<file path="src/rtl/sdf_pkg.sv">
package sdf_pkg;
  localparam int SEL_W      = 16;
  localparam int WORD_W     = 32;
  localparam int TBL_LIM_W  = 16;
  localparam int GTR_W      = WORD_W + TBL_LIM_W;
  localparam int DLIM_W     = 20;
  localparam int ATTR_W     = 12;
  localparam int RPL_W      = 2;
  localparam int ENT_SHIFT  = 3;
  localparam int IDX_W      = SEL_W - ENT_SHIFT;
  localparam int WORD_BYTES = WORD_W / 8;

  typedef struct packed {
    logic [SEL_W-1:0]  sel;
    logic [WORD_W-1:0] base;
    logic [DLIM_W-1:0] limit;
    logic [ATTR_W-1:0] attr;
  } seg_cache_t;

  typedef enum logic [2:0] {
    S_IDLE, S_REQ_LO, S_WAIT_LO, S_REQ_HI, S_WAIT_HI
  } fetch_st_e;
endpackage

</file>
<file path="src/rtl/sdf_sel_decode.sv">
module sdf_sel_decode
  import sdf_pkg::*;
(
  input  logic [IDX_W-1:0]     idx,
  input  logic                 ti,
  input  logic                 for_ltr,
  input  logic [WORD_W-1:0]    gdt_base,
  input  logic [TBL_LIM_W-1:0] gdt_lim,
  input  logic [IDX_W-1:0]     ldt_idx,
  input  logic [WORD_W-1:0]    ldt_base,
  input  logic [TBL_LIM_W-1:0] ldt_lim,
  output logic [WORD_W-1:0]    desc_addr,
  output logic                 fault,
  output logic                 null_ltr
);
  logic                 use_local;
  logic [WORD_W-1:0]    tbl_base;
  logic [TBL_LIM_W-1:0] tbl_lim;
  logic [TBL_LIM_W-1:0] last_byte;
  logic                 out_of_bounds;
  logic                 ldt_is_null;

  always_comb begin
    use_local     = ti && !for_ltr;
    tbl_base      = use_local ? ldt_base : gdt_base;
    tbl_lim       = use_local ? ldt_lim  : gdt_lim;
    last_byte     = {idx, {ENT_SHIFT{1'b1}}};
    out_of_bounds = last_byte > tbl_lim;
    ldt_is_null   = (ldt_idx == '0);
    null_ltr      = for_ltr && (idx == '0);
    fault         = !null_ltr && (out_of_bounds || (use_local && ldt_is_null));
    desc_addr     = tbl_base + WORD_W'({idx, {ENT_SHIFT{1'b0}}});
  end
endmodule

</file>
<file path="src/rtl/sdf_read_seq.sv">
module sdf_read_seq
  import sdf_pkg::*;
(
  input  logic              clk,
  input  logic              rst_n,
  input  logic              start,
  input  logic [WORD_W-1:0] start_addr,
  output logic              idle,
  output logic              fin,
  output logic [WORD_W-1:0] word_lo,
  output logic [WORD_W-1:0] word_hi,
  output logic              mem_req_valid,
  input  logic              mem_req_ready,
  output logic [WORD_W-1:0] mem_req_addr,
  input  logic              mem_rsp_valid,
  input  logic [WORD_W-1:0] mem_rsp_data
);
  fetch_st_e         state_q, state_d;
  logic [WORD_W-1:0] addr_q;
  logic [WORD_W-1:0] lo_q;

  always_comb begin
    state_d = state_q;
    case (state_q)
      S_IDLE:    if (start)         state_d = S_REQ_LO;
      S_REQ_LO:  if (mem_req_ready) state_d = S_WAIT_LO;
      S_WAIT_LO: if (mem_rsp_valid) state_d = S_REQ_HI;
      S_REQ_HI:  if (mem_req_ready) state_d = S_WAIT_HI;
      S_WAIT_HI: if (mem_rsp_valid) state_d = S_IDLE;
      default:                      state_d = S_IDLE;
    endcase
  end

  always_ff @(posedge clk) begin
    if (!rst_n) begin
      state_q <= S_IDLE;
      addr_q  <= '0;
      lo_q    <= '0;
    end else begin
      state_q <= state_d;
      if (state_q == S_IDLE && start)
        addr_q <= start_addr;
      else if (state_q == S_REQ_LO && mem_req_ready)
        addr_q <= addr_q + WORD_W'(WORD_BYTES);
      if (state_q == S_WAIT_LO && mem_rsp_valid)
        lo_q <= mem_rsp_data;
    end
  end

  assign idle          = (state_q == S_IDLE);
  assign mem_req_valid = (state_q == S_REQ_LO) || (state_q == S_REQ_HI);
  assign mem_req_addr  = addr_q;
  assign fin           = (state_q == S_WAIT_HI) && mem_rsp_valid;
  assign word_lo       = lo_q;
  assign word_hi       = mem_rsp_data;
endmodule

</file>
<file path="src/rtl/sdf_seg_file.sv">
module sdf_seg_file
  import sdf_pkg::*;
#(
  parameter int NUM_SEGS = 6,
  parameter int SIW      = 3
) (
  input  logic           clk,
  input  logic           rst_n,
  input  logic           we,
  input  logic [SIW-1:0] widx,
  input  seg_cache_t     wdata,
  input  logic [SIW-1:0] ridx,
  output seg_cache_t     rdata
);
  seg_cache_t ent_arr [NUM_SEGS];

  for (genvar g = 0; g < NUM_SEGS; g++) begin : g_ent
    seg_cache_t ent_q;
    always_ff @(posedge clk) begin
      if (!rst_n)
        ent_q <= '0;
      else if (we && widx == SIW'(g))
        ent_q <= wdata;
    end
    assign ent_arr[g] = ent_q;
  end

  always_comb begin
    rdata = '0;
    for (int i = 0; i < NUM_SEGS; i++)
      if (ridx == SIW'(i)) rdata = ent_arr[i];
  end
endmodule

</file>
<file path="src/rtl/seg_desc_fetch.sv">
module seg_desc_fetch
  import sdf_pkg::*;
#(
  parameter  int NUM_SEGS  = 6,
  localparam int SEG_IDX_W = (NUM_SEGS > 1) ? $clog2(NUM_SEGS) : 1
) (
  input  logic                 clk,
  input  logic                 rst_n,
  input  logic                 gtr_we,
  input  logic [GTR_W-1:0]     gtr_wdata,
  input  logic                 cmd_valid,
  output logic                 cmd_ready,
  input  logic                 cmd_ltr,
  input  logic [SEG_IDX_W-1:0] cmd_seg,
  input  logic [SEL_W-1:0]     cmd_sel,
  output logic                 mem_req_valid,
  input  logic                 mem_req_ready,
  output logic [WORD_W-1:0]    mem_req_addr,
  input  logic                 mem_rsp_valid,
  input  logic [WORD_W-1:0]    mem_rsp_data,
  output logic                 done,
  output logic                 fault,
  input  logic [SEG_IDX_W-1:0] seg_rd_idx,
  output logic [SEL_W-1:0]     seg_rd_sel,
  output logic [RPL_W-1:0]     seg_rd_rpl,
  output logic [WORD_W-1:0]    seg_rd_base,
  output logic [DLIM_W-1:0]    seg_rd_limit,
  output logic                 seg_rd_gran,
  output logic [ATTR_W-1:0]    seg_rd_attr,
  output logic [SEL_W-1:0]     ldt_sel,
  output logic [WORD_W-1:0]    ldt_base,
  output logic [TBL_LIM_W-1:0] ldt_limit
);
  logic [WORD_W-1:0]    gdt_base_q;
  logic [TBL_LIM_W-1:0] gdt_lim_q;
  logic [SEL_W-1:0]     ldt_sel_q;
  logic [WORD_W-1:0]    ldt_base_q;
  logic [TBL_LIM_W-1:0] ldt_lim_q;
  logic                 pend_ltr_q;
  logic [SEG_IDX_W-1:0] pend_seg_q;
  logic [SEL_W-1:0]     pend_sel_q;
  logic                 done_q, fault_q;

  logic [WORD_W-1:0] dec_addr;
  logic              dec_fault, dec_null;
  logic              seq_idle, seq_fin, accept, start;
  logic [WORD_W-1:0] word_lo, word_hi;
  seg_cache_t        seg_wdata, seg_rdata;

  sdf_sel_decode u_decode (
    .idx       (cmd_sel[SEL_W-1:ENT_SHIFT]),
    .ti        (cmd_sel[RPL_W]),
    .for_ltr   (cmd_ltr),
    .gdt_base  (gdt_base_q),
    .gdt_lim   (gdt_lim_q),
    .ldt_idx   (ldt_sel_q[SEL_W-1:ENT_SHIFT]),
    .ldt_base  (ldt_base_q),
    .ldt_lim   (ldt_lim_q),
    .desc_addr (dec_addr),
    .fault     (dec_fault),
    .null_ltr  (dec_null)
  );

  assign cmd_ready = seq_idle;
  assign accept    = cmd_valid && seq_idle;
  assign start     = accept && !dec_fault && !dec_null;

  sdf_read_seq u_seq (
    .clk           (clk),
    .rst_n         (rst_n),
    .start         (start),
    .start_addr    (dec_addr),
    .idle          (seq_idle),
    .fin           (seq_fin),
    .word_lo       (word_lo),
    .word_hi       (word_hi),
    .mem_req_valid (mem_req_valid),
    .mem_req_ready (mem_req_ready),
    .mem_req_addr  (mem_req_addr),
    .mem_rsp_valid (mem_rsp_valid),
    .mem_rsp_data  (mem_rsp_data)
  );

  always_ff @(posedge clk) begin
    if (!rst_n) begin
      gdt_base_q <= '0;
      gdt_lim_q  <= '0;
      ldt_sel_q  <= '0;
      ldt_base_q <= '0;
      ldt_lim_q  <= '0;
      pend_ltr_q <= 1'b0;
      pend_seg_q <= '0;
      pend_sel_q <= '0;
      done_q     <= 1'b0;
      fault_q    <= 1'b0;
    end else begin
      if (gtr_we) begin
        gdt_lim_q  <= gtr_wdata[TBL_LIM_W-1:0];
        gdt_base_q <= gtr_wdata[GTR_W-1:TBL_LIM_W];
      end
      if (accept) begin
        pend_ltr_q <= cmd_ltr;
        pend_seg_q <= cmd_seg;
        pend_sel_q <= cmd_sel;
      end
      if (accept && dec_null) begin
        ldt_sel_q  <= cmd_sel;
        ldt_base_q <= '0;
        ldt_lim_q  <= '0;
      end else if (seq_fin && pend_ltr_q) begin
        ldt_sel_q  <= pend_sel_q;
        ldt_base_q <= word_lo;
        ldt_lim_q  <= word_hi[TBL_LIM_W-1:0];
      end
      done_q  <= seq_fin || (accept && dec_null);
      fault_q <= accept && dec_fault;
    end
  end

  always_comb begin
    seg_wdata.sel   = pend_sel_q;
    seg_wdata.base  = word_lo;
    seg_wdata.limit = word_hi[DLIM_W-1:0];
    seg_wdata.attr  = word_hi[WORD_W-1 -: ATTR_W];
  end

  sdf_seg_file #(.NUM_SEGS(NUM_SEGS), .SIW(SEG_IDX_W)) u_segs (
    .clk   (clk),
    .rst_n (rst_n),
    .we    (seq_fin && !pend_ltr_q),
    .widx  (pend_seg_q),
    .wdata (seg_wdata),
    .ridx  (seg_rd_idx),
    .rdata (seg_rdata)
  );

  assign done         = done_q;
  assign fault        = fault_q;
  assign seg_rd_sel   = seg_rdata.sel;
  assign seg_rd_rpl   = seg_rdata.sel[RPL_W-1:0];
  assign seg_rd_base  = seg_rdata.base;
  assign seg_rd_limit = seg_rdata.limit;
  assign seg_rd_gran  = seg_rdata.attr[0];
  assign seg_rd_attr  = seg_rdata.attr;
  assign ldt_sel      = ldt_sel_q;
  assign ldt_base     = ldt_base_q;
  assign ldt_limit    = ldt_lim_q;
endmodule

</file>
<file path="config.mk">
export PLATFORM = sky130hd
export DESIGN_NAME = seg_desc_fetch
export DESIGN_NICKNAME = d
export VERILOG_FILES = /design/src/rtl/sdf_pkg.sv /design/src/rtl/sdf_sel_decode.sv /design/src/rtl/sdf_read_seq.sv /design/src/rtl/sdf_seg_file.sv /design/src/rtl/seg_desc_fetch.sv
export SDC_FILE = /design/constraint.sdc
export NUM_CORES = 2
export LEC_CHECK = 0
export BUFFER_PORTS_ARGS = -buffer_cell sky130_fd_sc_hd__buf_2
export CAP_MARGIN = 20
export CORE_ASPECT_RATIO = 0.5
export CORE_MARGIN = 1.5
export CORE_UTILIZATION = 39
export DETAILED_ROUTE_END_ITERATION = 16
export REMOVE_ABC_BUFFERS = 1
export SYNTH_ARGS = -nofsm -noshare
export SYNTH_HDL_FRONTEND = slang
export SYNTH_SLANG_ARGS = --single-unit
</file>
<file path="constraint.sdc">
create_clock -name clk -period 4.1 [get_ports clk]
set_clock_uncertainty 0.05 [all_clocks]
set_input_delay 0.205 -clock clk [delete_from_list [all_inputs] [get_ports clk]]
set_output_delay 0.205 -clock clk [all_outputs]
set_load 0.02 [all_outputs]
</file>
==> metrics <==
final count of negative-setup-slack endpoints=0; Core ar.=0.0754 mm²; Cell Area, Synth=0.0298 mm²; type of the worst setup path=input pin to flip-flop; CP Launch Type=input pin; Remaining DRCs=0; post-place setup slack=0.323 ns; Rows=71; DRT Pass-1 Iters=6; Power Density=411 mW/mm²; port bufs=291; CTS Buffer Depth=3; share of layout cells above drive strength 1=0.132; Total GRT Usage=0.261; CTS Sinks=681; Tcrit/Tclk final=0.948; Worst Setup EP=u_seq.mem_req_addr[23]; Post-synth ARST share=0; Vias=27500; min Tclk post-route=3.89 ns; root buffer cell=clkbuf_16; synthesis-to-layout area growth=18.0%; hold crit path type=input pin to flip-flop; die span in y=199 µm; gpl congestion=0.912; worst hold path depth=4; Post-synth EDFFs=0; routed length per placed instance=20.7 µm; cts hold-fix bufs=104; CP arrival=4.34 ns; Max Cap Viol=0; syn_area_per_cell=7.84 µm²; antenna-violating nets left=0; synthesized instance count=3807; Top Ports=292; TritonCTS clock tree=yes; fmax=257 MHz; unique cell type count in the Yosys netlist=63; GR Overflow Total=0; first-pass GRT wire length=159000 µm; H-tree levels=3; Total Wirelength=105000 µm; initial antenna violation count=5; CP max FO=31; total CTS buffers=66; setup repair bufs after CTS=0; DR iter-0 viols=2501; WP data required=4.56 ns; launch point of the worst path=cmd_ltr; # nets final=4120; Seq/Total Area, Yosys=0.457; worst reg2reg endpoint=u_seq.mem_req_addr[23]; Initial Util=0.396; Worst-path clk slew=0.06 ns; top_reg_cell synth=dfxtp_1; DP HPWL=63500 µm; vias in the first global route=26100; CTS resizes=0; clock latency on the worst-skew pair=0.62 ns; endpoints failing hold=0; chip width=394 µm; peak supply drop=0.258 mV; RSZ-0062 raised after global routing=false; outcome=completed; Final Util=0.467; die area=0.0783 mm²; Leak=13.0 nW; R2R cell count=11; fin. max-slew vios=0; crit end category=flip-flop; reg2reg setup slack=0.88 ns; Worst R2R Start=ldt_base[3]; Via density=5.44; Synth Warn #=0; pin count of the biggest net entering global routing=161; most common cell after layout, fill and taps aside=nand2_1; Synth Register Bits=681; most frequent cells in the layout=nand2_1, a21oi_1, dfxtp_1; headroom to the max-slew limit=0.234; slew of the pin with the lowest slew margin=1.15 ns; Setup WS post-layout=0.212 ns
## synth_stat cells, types with 20 or more instances
cell | count | share of area
buf_1 | 20 | 0.0025
nand3_1 | 40 | 0.0067
mux2i_1 | 218 | 0.073
o221ai_1 | 62 | 0.018
a21oi_1 | 681 | 0.11
mux2_2 | 22 | 0.0083
buf_4 | 68 | 0.017
dfxtp_1 | 681 | 0.46
clkbuf_1 | 247 | 0.031
ha_1 | 27 | 0.011
xnor2_1 | 27 | 0.0079
inv_1 | 26 | 0.0033
nand2_1 | 1296 | 0.16
xor2_1 | 25 | 0.0073
nor2_1 | 151 | 0.019
## cells by family after synthesis
group	synth area share
and+or+nand+nor	0.209
AOI/OAI and AO/OA	0.154
DFF	0.457
buffers and inverters	0.0565
muxes	0.0955
xor gates and xnor gates	0.0153
adders and majority gates	0.0120
## worst min path at each step
| stage | start | end |
|---|---|---|
| floorplan | mem_req_ready | u_seq.state_q[0] |
| global placement | u_segs.ent_arr[464] | u_segs.ent_arr[464] |
| detailed placement | u_segs.ent_arr[361] | u_segs.ent_arr[361] |
| CTS | cmd_valid | fault |
| global route | cmd_valid | fault |
| finish | cmd_valid | fault |
## area by class of cell
cell class	count	area, µm²
Clock buffer	98	2040
Clock inverter	23	319
Timing Repair Buffer	456	3200
Inverter	27	109
Multi-Input combinational cell	2751	14600
Antenna cell	5	12.5
Sequential cell	681	13600
Tap cell	1022	1280
Fill cell	7289	40200
## through the flow
stage	area, µm²	std cells	power [W]	hold slack, ns	TNS [ns]
global placement	31800	4833	0.00786	0.384	0
floorplan	28300	3459	0.00737	0.266	-775.61
detailed placement	31800	4833	0.00786	0.393	0
global route	35200	5062	0.0149	0.0735	0
CTS	35200	5058	0.0145	0.0232	0
finish	35200	5063	0.0145	0.0552	0
## critical path, cell delays in order
cell,delay (ns)
dlygate4sd3_1,0.58
buf_2,0.19
nand2b_4,0.48
buf_4,0.48
mux2_2,0.40
ha_1,0.37
a21oi_1,0.12
nand2_1,0.07
o21ai_0,0.08
a21oi_1,0.64
nand2_1,0.15
xnor2_1,0.18
a2111oi_2,0.39
## state kept, by name (all words and copies together), names as in the netlist
register and flops:
u_segs.ent_arr 480, gdt_base_q 32, ldt_base 32, u_seq.mem_req_addr 32, u_seq.word_lo 32, gdt_lim_q 16
ldt_limit 16, ldt_sel 16, pend_sel_q 16, pend_seg_q 3, u_seq.state_q 3, done 1
fault 1, pend_ltr_q 1
## per-layer routing
layer,GRT usage,up-vias,part of all wire
met5,0,-,0
met4,0.132,0,0.048
met3,0.0385,254,0.072
met2,0.432,1078,0.47
met1,0.335,13200,0.41
li1,-,13000,-
## power by group
group | total (W) | internal (W) | switching (W)
combinational | 0.00100 | 0.000362 | 0.000643
sequential | 0.00681 | 0.00669 | 0.000119
clock | 0.00666 | 0.00396 | 0.00270
Note: power is estimated with default switching activity, not from simulation.
